`src/rtl/sertx_pkg.sv`:
```
`timescale 1ns/1ps
package sertx_pkg;
  localparam int DATA_W  = 9;
  localparam int FRAME_W = DATA_W + 4;
  localparam int LEN_W   = $clog2(FRAME_W + 1);

  localparam logic [2:0] PAR_EVEN  = 3'd0;
  localparam logic [2:0] PAR_ODD   = 3'd1;
  localparam logic [2:0] PAR_SPACE = 3'd2;
  localparam logic [2:0] PAR_MARK  = 3'd3;
  localparam logic [2:0] PAR_MDROP = 3'd5;

  typedef enum logic [1:0] {ST_IDLE, ST_DATA, ST_GUARD, ST_BREAK} tx_st_e;

  function automatic logic [LEN_W-1:0] char_bits(input logic [1:0] len_code, input logic nine);
    return nine ? LEN_W'(DATA_W) : LEN_W'(5) + LEN_W'(len_code);
  endfunction

  function automatic logic has_parity(input logic [2:0] par);
    return (par <= PAR_MARK) || (par == PAR_MDROP);
  endfunction

  function automatic logic [LEN_W-1:0] frame_len(input logic [LEN_W-1:0] nb,
                                                 input logic [2:0] par, input logic two);
    return LEN_W'(1) + nb + LEN_W'(has_parity(par)) + (two ? LEN_W'(2) : LEN_W'(1));
  endfunction

  // Frame packed with the first bit to leave the line at index 0; stops are the '1 fill.
  function automatic logic [FRAME_W-1:0] build_frame(input logic [DATA_W-1:0] d,
      input logic [LEN_W-1:0] nb, input logic msb, input logic [2:0] par, input logic adr);
    logic [FRAME_W-1:0] f;
    logic [LEN_W-1:0]   pos;
    logic               ones;
    logic               pb;
    f    = '1;
    f[0] = 1'b0;
    pos  = LEN_W'(1);
    ones = 1'b0;
    for (int i = 0; i < DATA_W; i++) begin
      if (LEN_W'(i) < nb) begin
        f[pos] = msb ? d[nb - LEN_W'(1) - LEN_W'(i)] : d[i];
        ones   = ones ^ d[i];
        pos    = pos + LEN_W'(1);
      end
    end
    case (par)
      PAR_EVEN:  pb = ones;
      PAR_ODD:   pb = ~ones;
      PAR_SPACE: pb = 1'b0;
      PAR_MARK:  pb = 1'b1;
      PAR_MDROP: pb = adr;
      default:   pb = 1'b1;
    endcase
    if (has_parity(par)) f[pos] = pb;
    return f;
  endfunction
endpackage

```
`src/rtl/sertx_hold.sv`:
```
`timescale 1ns/1ps
module sertx_hold
  import sertx_pkg::*;
(
  input  logic              clk,
  input  logic              rst_n,
  input  logic              clear,
  input  logic              load,
  input  logic              wr_en,
  input  logic [DATA_W-1:0] wr_data,
  input  logic              wr_addr,
  output logic              full,
  output logic [DATA_W-1:0] data,
  output logic              addr
);
  logic accept;
  assign accept = wr_en && !full;

  always_ff @(posedge clk or negedge rst_n) begin
    if (!rst_n) begin
      full <= 1'b0;
      data <= '0;
      addr <= 1'b0;
    end else if (clear || load) begin
      full <= 1'b0;
    end else if (accept) begin
      full <= 1'b1;
      data <= wr_data;
      addr <= wr_addr;
    end
  end

  // a write into an occupied slot leaves its content untouched
  p_write_ignored_r10: assert property (@(posedge clk) disable iff (!rst_n)
    (wr_en && full && !clear && !load) |=> (full && $stable(data) && $stable(addr)));
endmodule

```
`src/rtl/sertx_shift.sv`:
```
`timescale 1ns/1ps
module sertx_shift
  import sertx_pkg::*;
#(
  parameter int GUARD_W = 8
) (
  input  logic               clk,
  input  logic               rst_n,
  input  logic               baud_tick,
  input  logic               abort,
  input  logic               brk_req,
  input  logic               brk_stop,
  input  logic               can_load,
  input  logic [FRAME_W-1:0] frame,
  input  logic [LEN_W-1:0]   flen,
  input  logic [GUARD_W-1:0] guard,
  output logic               txd,
  output logic               load_ev,
  output logic               brk_enter
);
  tx_st_e             st;
  logic [FRAME_W-1:0] shreg;
  logic [LEN_W-1:0]   bits_left;
  logic [GUARD_W-1:0] gcnt;
  logic               last_bit;
  logic               bnd;

  assign last_bit  = (bits_left == '0);
  assign bnd       = baud_tick && ((st == ST_IDLE) ||
                                   (st == ST_DATA && last_bit && guard == '0) ||
                                   (st == ST_GUARD && gcnt == GUARD_W'(1)));
  assign load_ev   = bnd && can_load;
  assign brk_enter = bnd && !can_load && brk_req && !brk_stop;
  assign txd       = (st == ST_DATA) ? shreg[0] : (st != ST_BREAK);

  always_ff @(posedge clk or negedge rst_n) begin
    if (!rst_n) begin
      st        <= ST_IDLE;
      shreg     <= '1;
      bits_left <= '0;
      gcnt      <= '0;
    end else if (abort) begin
      st <= ST_IDLE;
    end else if (bnd) begin
      if (load_ev) begin
        shreg     <= frame;
        bits_left <= flen - LEN_W'(1);
        st        <= ST_DATA;
      end else if (brk_enter) begin
        st <= ST_BREAK;
      end else begin
        st <= ST_IDLE;
      end
    end else if (st == ST_BREAK) begin
      if (brk_stop) st <= ST_IDLE;
    end else if (baud_tick) begin
      if (st == ST_DATA) begin
        if (last_bit) begin
          st   <= ST_GUARD;
          gcnt <= guard;
        end else begin
          shreg     <= {1'b1, shreg[FRAME_W-1:1]};
          bits_left <= bits_left - LEN_W'(1);
        end
      end else if (st == ST_GUARD) begin
        gcnt <= gcnt - GUARD_W'(1);
      end
    end
  end

  // the line moves only on a tick (or on abort / break release)
  p_bit_paced_r2: assert property (@(posedge clk) disable iff (!rst_n)
    (!baud_tick && !abort && !brk_stop) |=> $stable(txd));
  // a character always opens with a low start bit
  p_start_low_r2: assert property (@(posedge clk) disable iff (!rst_n)
    (load_ev && !abort) |=> !txd);
  // abort returns the line high at once
  p_abort_high_r12: assert property (@(posedge clk) disable iff (!rst_n)
    abort |=> txd);
endmodule

```
`src/rtl/sertx_guard.sv`:
```
`timescale 1ns/1ps
module sertx_guard
  import sertx_pkg::*;
#(
  parameter int GUARD_W = 8
) (
  input  logic               clk,
  input  logic               rst_n,
  input  logic               baud_tick,
  input  logic [1:0]         cfg_len,
  input  logic               cfg_nine,
  input  logic               cfg_msb_first,
  input  logic [2:0]         cfg_parity,
  input  logic               cfg_two_stop,
  input  logic [GUARD_W-1:0] cfg_guard,
  input  logic               cmd_tx_on,
  input  logic               cmd_tx_off,
  input  logic               cmd_tx_reset,
  input  logic               cmd_send_addr,
  input  logic               cmd_brk_start,
  input  logic               cmd_brk_stop,
  input  logic               wr_en,
  input  logic [DATA_W-1:0]  wr_data,
  output logic               txd,
  output logic               tx_ready,
  output logic               tx_empty
);
  logic               tx_en;
  logic               brk_req;
  logic               addr_pend;
  logic               hold_full;
  logic [DATA_W-1:0]  hold_data;
  logic               hold_addr;
  logic               load_ev;
  logic               brk_enter;
  logic               wr_accept;
  logic [LEN_W-1:0]   nbits;
  logic [LEN_W-1:0]   flen;
  logic [FRAME_W-1:0] frame;

  assign wr_accept = wr_en && !hold_full;
  assign nbits     = char_bits(cfg_len, cfg_nine);
  assign flen      = frame_len(nbits, cfg_parity, cfg_two_stop);
  assign frame     = build_frame(hold_data, nbits, cfg_msb_first, cfg_parity, hold_addr);

  always_ff @(posedge clk or negedge rst_n) begin
    if (!rst_n) begin
      tx_en     <= 1'b0;
      brk_req   <= 1'b0;
      addr_pend <= 1'b0;
    end else begin
      if (cmd_tx_off)      tx_en <= 1'b0;
      else if (cmd_tx_on)  tx_en <= 1'b1;

      if (cmd_brk_stop || cmd_tx_reset) brk_req <= 1'b0;
      else if (cmd_brk_start)           brk_req <= 1'b1;

      if (cmd_tx_reset || wr_accept) addr_pend <= 1'b0;
      else if (cmd_send_addr)        addr_pend <= 1'b1;
    end
  end

  sertx_hold i_hold (
    .clk     (clk),
    .rst_n   (rst_n),
    .clear   (cmd_tx_reset),
    .load    (load_ev),
    .wr_en   (wr_en),
    .wr_data (wr_data),
    .wr_addr (addr_pend || cmd_send_addr),
    .full    (hold_full),
    .data    (hold_data),
    .addr    (hold_addr)
  );

  sertx_shift #(.GUARD_W(GUARD_W)) i_shift (
    .clk       (clk),
    .rst_n     (rst_n),
    .baud_tick (baud_tick),
    .abort     (cmd_tx_reset),
    .brk_req   (brk_req),
    .brk_stop  (cmd_brk_stop),
    .can_load  (hold_full && tx_en),
    .frame     (frame),
    .flen      (flen),
    .guard     (cfg_guard),
    .txd       (txd),
    .load_ev   (load_ev),
    .brk_enter (brk_enter)
  );

  assign tx_empty = !hold_full;
  assign tx_ready = !hold_full && !brk_req;

  // the shifter only pulls a character that is held while enabled
  p_load_gated_r11: assert property (@(posedge clk) disable iff (!rst_n)
    load_ev |-> (hold_full && tx_en));
  // entering break drives the line low and keeps ready low
  p_break_low_r9: assert property (@(posedge clk) disable iff (!rst_n)
    (brk_enter && !cmd_tx_reset) |=> (!txd && !tx_ready));
endmodule

```
`config.mk`:
```
export PLATFORM = sky130hd
export DESIGN_NAME = sertx_guard
export DESIGN_NICKNAME = d
export VERILOG_FILES = /design/src/rtl/sertx_pkg.sv /design/src/rtl/sertx_hold.sv /design/src/rtl/sertx_shift.sv /design/src/rtl/sertx_guard.sv
export SDC_FILE = /design/constraint.sdc
export NUM_CORES = 1
export LEC_CHECK = 0
export BUFFER_PORTS_ARGS = -buffer_cell sky130_fd_sc_hd__buf_2
export CORE_ASPECT_RATIO = 1.2
export CORE_MARGIN = 2
export CORE_UTILIZATION = 40
export CTS_CLUSTER_DIAMETER = 60
export CTS_CLUSTER_SIZE = 24
export DETAILED_ROUTE_END_ITERATION = 10
export PLACE_DENSITY_LB_ADDON = 0.2
export SETUP_SLACK_MARGIN = 0.1
export SLEW_MARGIN = 10
export SYNTH_ARGS = -nofsm -noshare
export SYNTH_HDL_FRONTEND = slang
export SYNTH_SLANG_ARGS = --single-unit
```
`constraint.sdc`:
```
create_clock -name clk -period 2.7 [get_ports clk]
set_input_delay 0.135 -clock clk [delete_from_list [all_inputs] [get_ports clk]]
set_output_delay 0.135 -clock clk [all_outputs]
set_load 0.01 [all_outputs]
```
==> run summary, run 1 <==
TritonCTS clock tree -> yes
Wire length per cell -> 18.32 um
First-pass GRT wire length -> 26070 um
# nets final -> 782
Post-DRT Antenna Nets -> 0
Via density -> 5.985
Fmax -> 0.3976 GHz
Static leakage -> 2.459 nW
Hpwl dp -> 12220 um
Worst VDD drop -> 0.2434 mV
Clk slew on worst S/H paths -> 0.06 ns
Clk buf depth -> 2
Crit end category -> register
Endpoints failing hold -> 10
DRC -> 0
Power per cell area -> 556.8 nW/um^2
Run status -> finished with violations
Synth Cell Area -> 4838 sq um
Sequential share of the synthesized area -> 21.54%
Slew Limit Fails -> 0
Later-pin clock latency in the skew report -> 0.29 ns
Cts bufs inserted -> 5
Gr usage total -> 24.65%
Fin crit share -> 93.14%
Die H -> 124.5 um
CP Max Fanout -> 5
Skew final -> 0.007546 ns
Syn Area/Cell -> 7.620 sq um
Layout cell share with drive strength beyond 1 -> 28.43%
Initial antenna violation count -> 0
Fin crit period -> 2.515 ns
Final setup violation count -> 0
Largest net degree at the start of global routing -> 42
FP Rows -> 44
Antenna Cells -> 0
Initial core utilization -> 40.50%
CP required -> 2.90 ns
Worst hold-check path type -> in -> async
IO Count -> 38
Vias in the first global route -> 5194
Failing checks -> hold timing
Commonest cells after routing, fill and taps aside -> buf_4, nand2_1, nor2_1
Normalized max-slew margin -> 36.79%
Crit Path Class -> in -> reg
Die ar. -> 13000 sq um
Placed cell count -> 862
Vias -> 5237
Iter 0 DRT Violations -> 390
Synthesized flop and latch total -> 41
RSZ-0062 raised after global routing -> true
H-tree Lvls -> 2
Worst hold slack -> -0.01321 ns
Max_cap viols -> 0
Post-synth EDFFs -> 0
Worst EP arrival -> 2.72 ns
WL final -> 16030 um
Clock root cell -> clkbuf_16
Commonest non-fill, non-tap cell in the layout -> buf_4
Synthesis-to-finish area growth -> 24.10%
Port bufs -> 37
Ys Warns -> 0
Layout Cells excl Fill -> 875
Ys async rst share -> 100.0%
Commonest register cell after synthesis -> dfrtp_1
Cell variety after synth -> 81
Startpoint types -> input pin
Grt ovf -> 0
Core area -> 11950 sq um
Slew @ Worst Pin -> 0.9382 ns
Mapped Cells -> 635
Drt first pass iters -> 6
Die W -> 104.4 um
Placer Congestion -> 0.9397
CTS sink count -> 41
[through the flow]
stage          utilization [%]  power, mW  cell area [sq um]  setup slack, ns  setup TNS, ns
6_report                 50.26      3.343               6005           0.1851              0
5_1_grt                  50.26      3.579               6005          0.03590              0
4_1_cts                  48.99      3.190               5853           0.1148              0
3_5_place_dp             47.65      2.562               5693          -0.1298        -0.8182
3_3_place_gp             47.65      2.526               5693          -0.1031        -0.4391
2_1_floorplan                -      2.060               5012         -0.01693       -0.01693
[final cells by class]
cell class	count	area, sq um
Sequential cell	41	1049
Inverter	32	120.1
Clock buffer	7	142.6
Multi-Input combinational cell	522	3729
Clock inverter	1	7.507
Tap cell	161	201.4
Fill cell	1202	5942
Timing Repair Buffer	111	755.7
[kinds of logic (layout without fill, tap and decap cells)]
kind of cell | count (synthesis) | in the layout | synth area share, %
compound gates | 183 | 183 | 25.45
mux | 26 | 26 | 6.672
flops | 41 | 41 | 21.54
simple gates | 251 | 251 | 26.48
xor+xnor | 19 | 19 | 3.879
buf+inv | 79 | 151 | 6.568
fa+ha+maj | 34 | 34 | 9.258
other cells | 2 | 9 | 0.1552
[synth_stat cells, types with 4 or more instances]
cell type  instances  share of area (%)
o211ai_1           4               0.62
o21ai_0           43                4.4
o31ai_1            6               0.93
dfrtp_1           28                 14
nor3_1            28                2.9
nand3_1           18                1.9
a221oi_1           4               0.72
a221o_1            4               0.83
a211oi_1           9                1.4
ha_1              31                8.0
a21oi_1           38                3.9
clkbuf_1          37                2.9
nor4_1             9                1.2
nor3b_1            6               0.93
o2111ai_1          6                1.1
nor2b_1           10                1.3
and3_1             7               0.91
o22ai_1           10                1.3
dfstp_2           13                7.1
or3_1              6               0.78
o221ai_1           5               0.91
inv_1             29                2.2
mux2i_1           12                2.5
xnor2_1           15                2.7
a31oi_1           14                1.8
mux2_2            10                2.3
nand2b_1          12                1.6
buf_2              5               0.52
nor2_1            60                4.7
mux4_2             4                1.9
a22oi_1            4               0.62
nand2_1           61                4.7
nand4_1            9                1.2
[layer usage]
metal | routed length [um] | GRT usage, % | vias to the layer above
li1 | - | - | 2493
met1 | 6742 | 31.00 | 2515
met2 | 8008 | 42.87 | 189
met3 | 771 | 2.564 | 40
met4 | 504 | 10.02 | 0
met5 | 0 | 0 | -
[flip-flops by register name, summed over array words and instances (netlist names)]
signal and cells:
brk_req 1, i_shift.shreg 13, i_hold.data 9, addr_pend 1, i_hold.full 1, tx_en 1
i_hold.addr 1, i_shift.gcnt 8, i_shift.bits_left 4, i_shift.st 2
[report_power, final]
group | internal [mW] | switching, mW
combinational | 0.814 | 0.947
sequential | 0.814 | 0.156
clock | 0.368 | 0.244
[critical path: stages]
cell	delay, ns
buf_2	0.12
ha_4	0.25
or4b_4	0.50
a22o_4	0.28
ha_4	0.17
xnor2_2	0.18
mux2i_4	0.11
nor4_2	0.18
a221oi_2	0.05
buf_4	0.16
nor3_1	0.20
buf_4	0.15
a21oi_1	0.06
o31ai_1	0.07
a21oi_1	0.10
[worst paths after layout]
path | from | endpoint | slack, ns | cells after the start
max | cfg_len[0] | i_shift.shreg[5] | 0.19 | 15
min | rst_n | i_shift.gcnt[3] | -0.01 | 1
max reg2reg | i_shift.st[0] | i_shift.shreg[6] | 0.22 | 10
min reg2reg | i_shift.shreg[4] | i_shift.shreg[4] | 0.51 | 2
max in group asynchronous | rst_n | i_hold.data[2] | 2.07 | 1
min in group clk | cmd_brk_stop | brk_req | 0.04 | 2
[timing repair]
item	CTS	global route
setup endpoints to repair	0	14
hold buffers	1	0
setup buffers	0	4
resized for setup	0	29
endpoints found under the hold margin	1	0
No activity file was read; power rests on OpenSTA's default activity.
==> inputs of run 2 (changes only) <==
Settings changed: CORE_MARGIN 2 to 5.
==> run summary, run 2 (synthesis results as in run 1) <==
Later-pin clock latency in the skew report -> 0.29 ns (about the same)
Cts bufs inserted -> 5 (unchanged)
Biggest register -> i_shift.shreg
FF-to-FF setup slack -> 0.24 ns (+0.02 ns)
First-pass GRT wire length -> 26020 um (-0.19%)
Die H -> 130.5 um (+4.8%)
RSZ-0062 raised after global routing -> true
Run status -> finished with violations
Clk buf depth -> 2 (unchanged)
Clk slew on worst S/H paths -> 0.07 ns (about the same)
Drt first pass iters -> 6 (unchanged)
Failing checks -> hold timing
IO Count -> 38 (unchanged)
Clock Power Share -> 20.7% (+2.4 points)
Die W -> 110.4 um (+5.7%)
FP Rows -> 44 (unchanged)
Via density -> 5.922 (-1.1%)
Vias in the first global route -> 5089 (-2.0%)
Layout cell share with drive strength beyond 1 -> 27.73% (-0.70 points)
Slew @ Worst Pin -> 0.9750 ns (+0.03672 ns)
Final setup violation count -> 0 (unchanged)
Startpoint types -> input pin
TritonCTS clock tree -> yes
Largest net degree at the start of global routing -> 42 (unchanged)
Fin crit period -> 2.578 ns (+0.06304 ns)
Normalized max-slew margin -> 35.00% (-1.8 points)
Worst hold-check path type -> in -> async
Static leakage -> 2.464 nW (+0.22%)
Wire length per cell -> 18.39 um (+0.43%)
Post-DRT Antenna Nets -> 0 (unchanged)
Internal power -> 2.042 mW (+2.2%)
Worst VDD drop -> 0.2570 mV (+5.6%)
CTS sink count -> 41 (unchanged)
Crit Path Class -> in -> reg
Hpwl dp -> 12530 um (+2.5%)
Buf+Inv Stages, Crit Path -> 2 (-1)
Initial antenna violation count -> 0 (unchanged)
WL final -> 16100 um (+0.43%)
# nets final -> 782 (unchanged)
Vias -> 5182 (-1.1%)
Worst path cell trace -> buf_2 -> ha_4 -> or4b_4 -> buf_4 -> nand2_4 -> xor2_2 -> xnor3_1 -> mux2_2 -> o32a_2 -> o311ai_4 -> o311ai_1
Fmax -> 0.3879 GHz (-2.4%)
Largest register FFs -> 13 (unchanged)
Worst hold slack -> -0.004737 ns (+0.008477 ns)
Skew final -> 0.006908 ns (-0.0006377 ns)
Crit path max-delay family -> compound AO/OA/AOI/OAI gates
Antenna Cells -> 0 (unchanged)
Die ar. -> 14410 sq um (+11%)
Port bufs -> 37 (unchanged)
Comb pwr share -> 51.3% (-1.4 points)
Largest regs -> i_shift.shreg: 13 flops, i_hold.data: 9 flops, i_shift.gcnt: 8 flops
Crit end category -> register
Iter 0 DRT Violations -> 432 (+11%)
Crit-path max cell delay -> 0.49 ns (about the same)
Slew Limit Fails -> 0 (unchanged)
Power per cell area -> 568.6 nW/um^2 (+2.1%)
Slowest CP cell -> or4b_4
Max_cap viols -> 0 (unchanged)
Core area -> 12000 sq um (+0.46%)
Synthesis-to-finish area growth -> 24.28%
CP required -> 2.90 ns (about the same)
Worst EP arrival -> 2.78 ns (+0.06 ns)
Initial core utilization -> 40.31% (-0.19 points)
Commonest non-fill, non-tap cell in the layout -> buf_4
Final setup TNS -> 0 ns (unchanged)
Fill cells -> 1257 (+4.6%)
Placer Congestion -> 0.9646 (+2.6%)
H-tree Lvls -> 2 (unchanged)
Flop pwr share -> 28.0% (-1.0 points)
Endpoints failing hold -> 3 (-7)
DRC -> 0 (unchanged)
Grt ovf -> 0 (unchanged)
Clock root cell -> clkbuf_16
Commonest cells after routing, fill and taps aside -> buf_4, nand2_1, nor2_1
CP Max Fanout -> 13 (+8)
Fin crit share -> 95.48% (+2.3 points)
Gr usage total -> 21.99% (-2.7 points)
Sw Ratio -> 40.29% (about the same)
Switching power -> 1.377 mW (+2.3%)
==> run 2: cell types whose count changed in the layout (fill, tap and decap cells not counted), sizes merged <==
cell and delta:
clkbuf -2, bufinv +1, clkinv +1
==> run 2: repair_timing <==
item	CTS	global route
gates cloned	0	0
pin swaps	1	7
setup buffers	0	1
endpoints found under the setup margin	1	13
hold endpoints to repair	1	0
gates resized for setup	3	24
hold buffers	1	0
==> run 2: area by class of cell <==
cell class	count	area, sq um	share of cell area, %
Multi-Input combinational cell	522	3731	62.05
Sequential cell	41	1042	17.33
Timing Repair Buffer	111	747.0	12.42
Inverter	32	120.1	1.997
Clock inverter	3	46.29	0.7699
Clock buffer	5	125.1	2.081
Tap cell	161	201.4	3.350
==> run 2: metal layers <==
metal	GRT usage (%)	up-vias	wire (um)
li1	-	2498	-
met1	26.71	2511	6793
met2	39.79	142	8096
met3	2.672	31	667
met4	8.986	0	537
met5	0	-	0
==> run 2: worst paths after layout <==
check | start | endpoint | cells after the start
worst min-delay path | rst_n | i_shift.st[0] | 1
max in group asynchronous | rst_n | i_shift.gcnt[4] | 1
min in group clk | cmd_brk_stop | brk_req | 2
worst max-delay path | cfg_len[0] | i_shift.shreg[10] | 11
worst max register to register | i_shift.bits_left[0] | i_shift.shreg[10] | 12
worst min register to register | i_shift.shreg[10] | i_shift.shreg[10] | 2
==> run 2: per-stage QoR <==
step / setup WS [ns] / cell area, sq um / utilization (%) / total power [mW] / std cells
2_1_floorplan: -0.01693 / 5012 / - / 2.060 / 642
3_3_place_gp: -0.1236 / 5703 / 47.52 / 2.546 / 865
3_5_place_dp: -0.2188 / 5703 / 47.52 / 2.578 / 865
4_1_cts: 0.1038 / 5894 / 49.11 / 3.310 / 874
5_1_grt: 0.04526 / 6013 / 50.10 / 3.648 / 875
6_report: 0.1221 / 6013 / 50.10 / 3.419 / 875
==> run 2: power by group through the flow <==
stage	Combinational (mW)	Clock (mW)	Sequential, mW
floorplan	1.16	0	0.898
global placement	1.59	0	0.956
detailed placement	1.62	0	0.958
CTS	1.63	0.725	0.952
global route	1.92	0.754	0.977
finish	1.75	0.708	0.957
==> run 2: worst reg2reg max path, cell delays in order (launching register included) <==
cell and delay (ns):
dfrtp_1 0.41, inv_1 0.08, ha_1 0.19, nor3b_2 0.17, buf_4 0.16, nand4_1 0.16, nand2_1 0.17, and2_1 0.16
buf_4 0.20, nor2_1 0.07, nor2_2 0.16, o311ai_0 0.16, o311ai_1 0.27
==> inputs of run 3 (changes only) <==
Settings changed: CELL_PAD_IN_SITES_DETAIL_PLACEMENT set to 1, CELL_PAD_IN_SITES_GLOBAL_PLACEMENT set to 2, CORE_UTILIZATION 40 to 36.
==> run summary, run 3 (synthesis results as in run 1) <==
Normalized max-slew margin -> 33.37% (-1.6 points)
Endpoints failing hold -> 0 (-3)
Antenna Cells -> 0 (unchanged)
Initial core utilization -> 36.71% (-3.6 points)
Gr usage total -> 22.86% (+0.87 points)
Largest regs -> i_shift.shreg: 13 flops, i_hold.data: 9 flops, i_shift.gcnt: 8 flops
Skew final -> 0.003145 ns (-0.003763 ns)
Die W -> 115.8 um (+4.9%)
Power per cell area -> 556.7 nW/um^2 (-2.1%)
Max_cap viols -> 0 (unchanged)
RSZ-0062 raised after global routing -> true
Slew Limit Fails -> 0 (unchanged)
Biggest register -> i_shift.shreg
Wire length per cell -> 20.11 um (+9.3%)
CP Max Fanout -> 3 (-10)
GRT Max-Usage Layer -> met2
Startpoint types -> input pin
Final setup TNS -> 0 ns (unchanged)
Synthesis-to-finish area growth -> 24.90%
Vias -> 5305 (+2.4%)
Slew @ Worst Pin -> 0.9994 ns (+0.02443 ns)
Largest register FFs -> 13 (unchanged)
Core area -> 13180 sq um (+9.8%)
Fin crit share -> 92.75% (-2.7 points)
Cts bufs inserted -> 5 (unchanged)
Clk slew on worst S/H paths -> 0.06 ns (about the same)
Final setup violation count -> 0 (unchanged)
TritonCTS clock tree -> yes
Crit Path Class -> in -> reg
FF-to-FF setup slack -> 0.24 ns (about the same)
Power Total -> 3.364 mW (-1.6%)
Worst VDD drop -> 0.2501 mV (-2.7%)
Post-DRT Antenna Nets -> 0 (unchanged)
Worst hold-check path type -> in -> async
Clk buf depth -> 2 (unchanged)
Worst EP arrival -> 2.71 ns (-0.07 ns)
CTS sink count -> 41 (unchanged)
Worst path cell trace -> buf_2 -> ha_4 -> or4b_4 -> a22o_4 -> ha_1 -> buf_4 -> o22ai_1 -> a21o_1 -> nand2_1 -> nor3b_1 -> a211oi_1 -> o21ai_1 -> a31oi_1
Clock root cell -> clkbuf_16
Fin crit period -> 2.504 ns (-0.07369 ns)
Iter 0 DRT Violations -> 372 (-14%)
Crit end category -> register
M3 GR Usage -> 2.300% (-0.37 points)
Static leakage -> 2.479 nW (+0.62%)
Port bufs -> 37 (unchanged)
Largest net degree at the start of global routing -> 42 (unchanged)
Fmax -> 0.3993 GHz (+2.9%)
Drt first pass iters -> 5 (-1)
Hpwl dp -> 14190 um (+13%)
FP Rows -> 46 (+4.5%)
Initial antenna violation count -> 0 (unchanged)
Via density -> 5.967 (+0.76%)
Worst hold slack -> 0.01907 ns (+0.02381 ns)
Layout cell share with drive strength beyond 1 -> 29.13% (+1.4 points)
Commonest non-fill, non-tap cell in the layout -> buf_4
Later-pin clock latency in the skew report -> 0.28 ns (about the same)
Die H -> 137.0 um (+5.0%)
Slowest CP cell -> or4b_4
IO Count -> 38 (unchanged)
DRC -> 0 (unchanged)
Commonest cells after routing, fill and taps aside -> buf_4, nand2_1, nor2_1
Run status -> completed
Met1 GRT Util -> 28.26% (+1.5 points)
Grt ovf -> 0 (unchanged)
Die ar. -> 15870 sq um (+10%)
Grt met2 use -> 41.91% (+2.1 points)
WL final -> 17870 um (+11%)
Fill cells -> 1634 (+30%)
Placer Congestion -> 0.9232 (-4.3%)
First-pass GRT wire length -> 29060 um (+12%)
Crit-path max cell delay -> 0.50 ns (about the same)
Layout Utilization -> 45.85% (-4.3 points)
CP required -> 2.90 ns (about the same)
H-tree Lvls -> 2 (unchanged)
# nets final -> 789 (+0.90%)
Vias in the first global route -> 5553 (+9.1%)
run 3: cell count changes in the layout (fill, tap and decap cells not counted), sizes merged:
cell | before | now
clkinv | 1 | 0
clkbuf | 5 | 8
clkinvlp | 1 | 0
bufinv | 1 | 0
buf | 110 | 117
run 3: path summary, 6_finish.rpt:
kind,depth (start not counted),endpoint,startpoint
max reg2reg,11,i_shift.bits_left[3],i_shift.bits_left[0]
min in group clk,2,brk_req,cmd_brk_stop
max in group asynchronous,1,i_hold.data[0],rst_n
min reg2reg,2,i_shift.shreg[9],i_shift.shreg[9]
max,13,i_shift.shreg[7],cfg_len[0]
min,1,i_shift.bits_left[0],rst_n
run 3: layer usage:
metal	up-vias	wire length, um
met3	21	634
li1	2507	-
met2	121	9397
met4	0	342
met5	-	0
met1	2656	7499
run 3: final cells by class:
type / count / area (sq um) / area share, %
Timing Repair Buffer: 118 / 815.8 / 13.50
Inverter: 32 / 120.1 / 1.988
Clock buffer: 8 / 136.4 / 2.257
Sequential cell: 41 / 1049 / 17.35
Multi-Input combinational cell: 522 / 3712 / 61.43
Tap cell: 168 / 210.2 / 3.478
run 3: per-stage QoR:
stage                     setup slack, ns  cells  cell area [sq um]
final                              0.1958    889               6043
after global routing              0.08121    889               6043
after CTS                          0.1229    886               5908
after detailed placement          -0.1624    877               5762
after global placement            -0.1047    877               5762
after floorplan                  -0.01693    642               5012
run 3: repair_timing:
item | CTS | global route
endpoints found under the hold margin | 1 | 0
resized for setup | 0 | 31
hold buffers | 1 | 0
buffers inserted | 0 | 3
endpoints found under the setup margin | 0 | 10
run 3: power by group:
part | switching (mW) | total [mW] | internal, mW
sequential | 0.157 | 0.972 | 0.815
clock | 0.241 | 0.585 | 0.344
combinational | 0.986 | 1.81 | 0.821
run 3: critical path: cells and delay by family:
kind | cells | cell delay, ns
buffers and inverters | 2 | 0.25
adder cells (fa/ha/maj) | 2 | 0.53
AND/OR/NAND/NOR | 3 | 0.84
AO/OA/AOI/OAI | 6 | 0.93
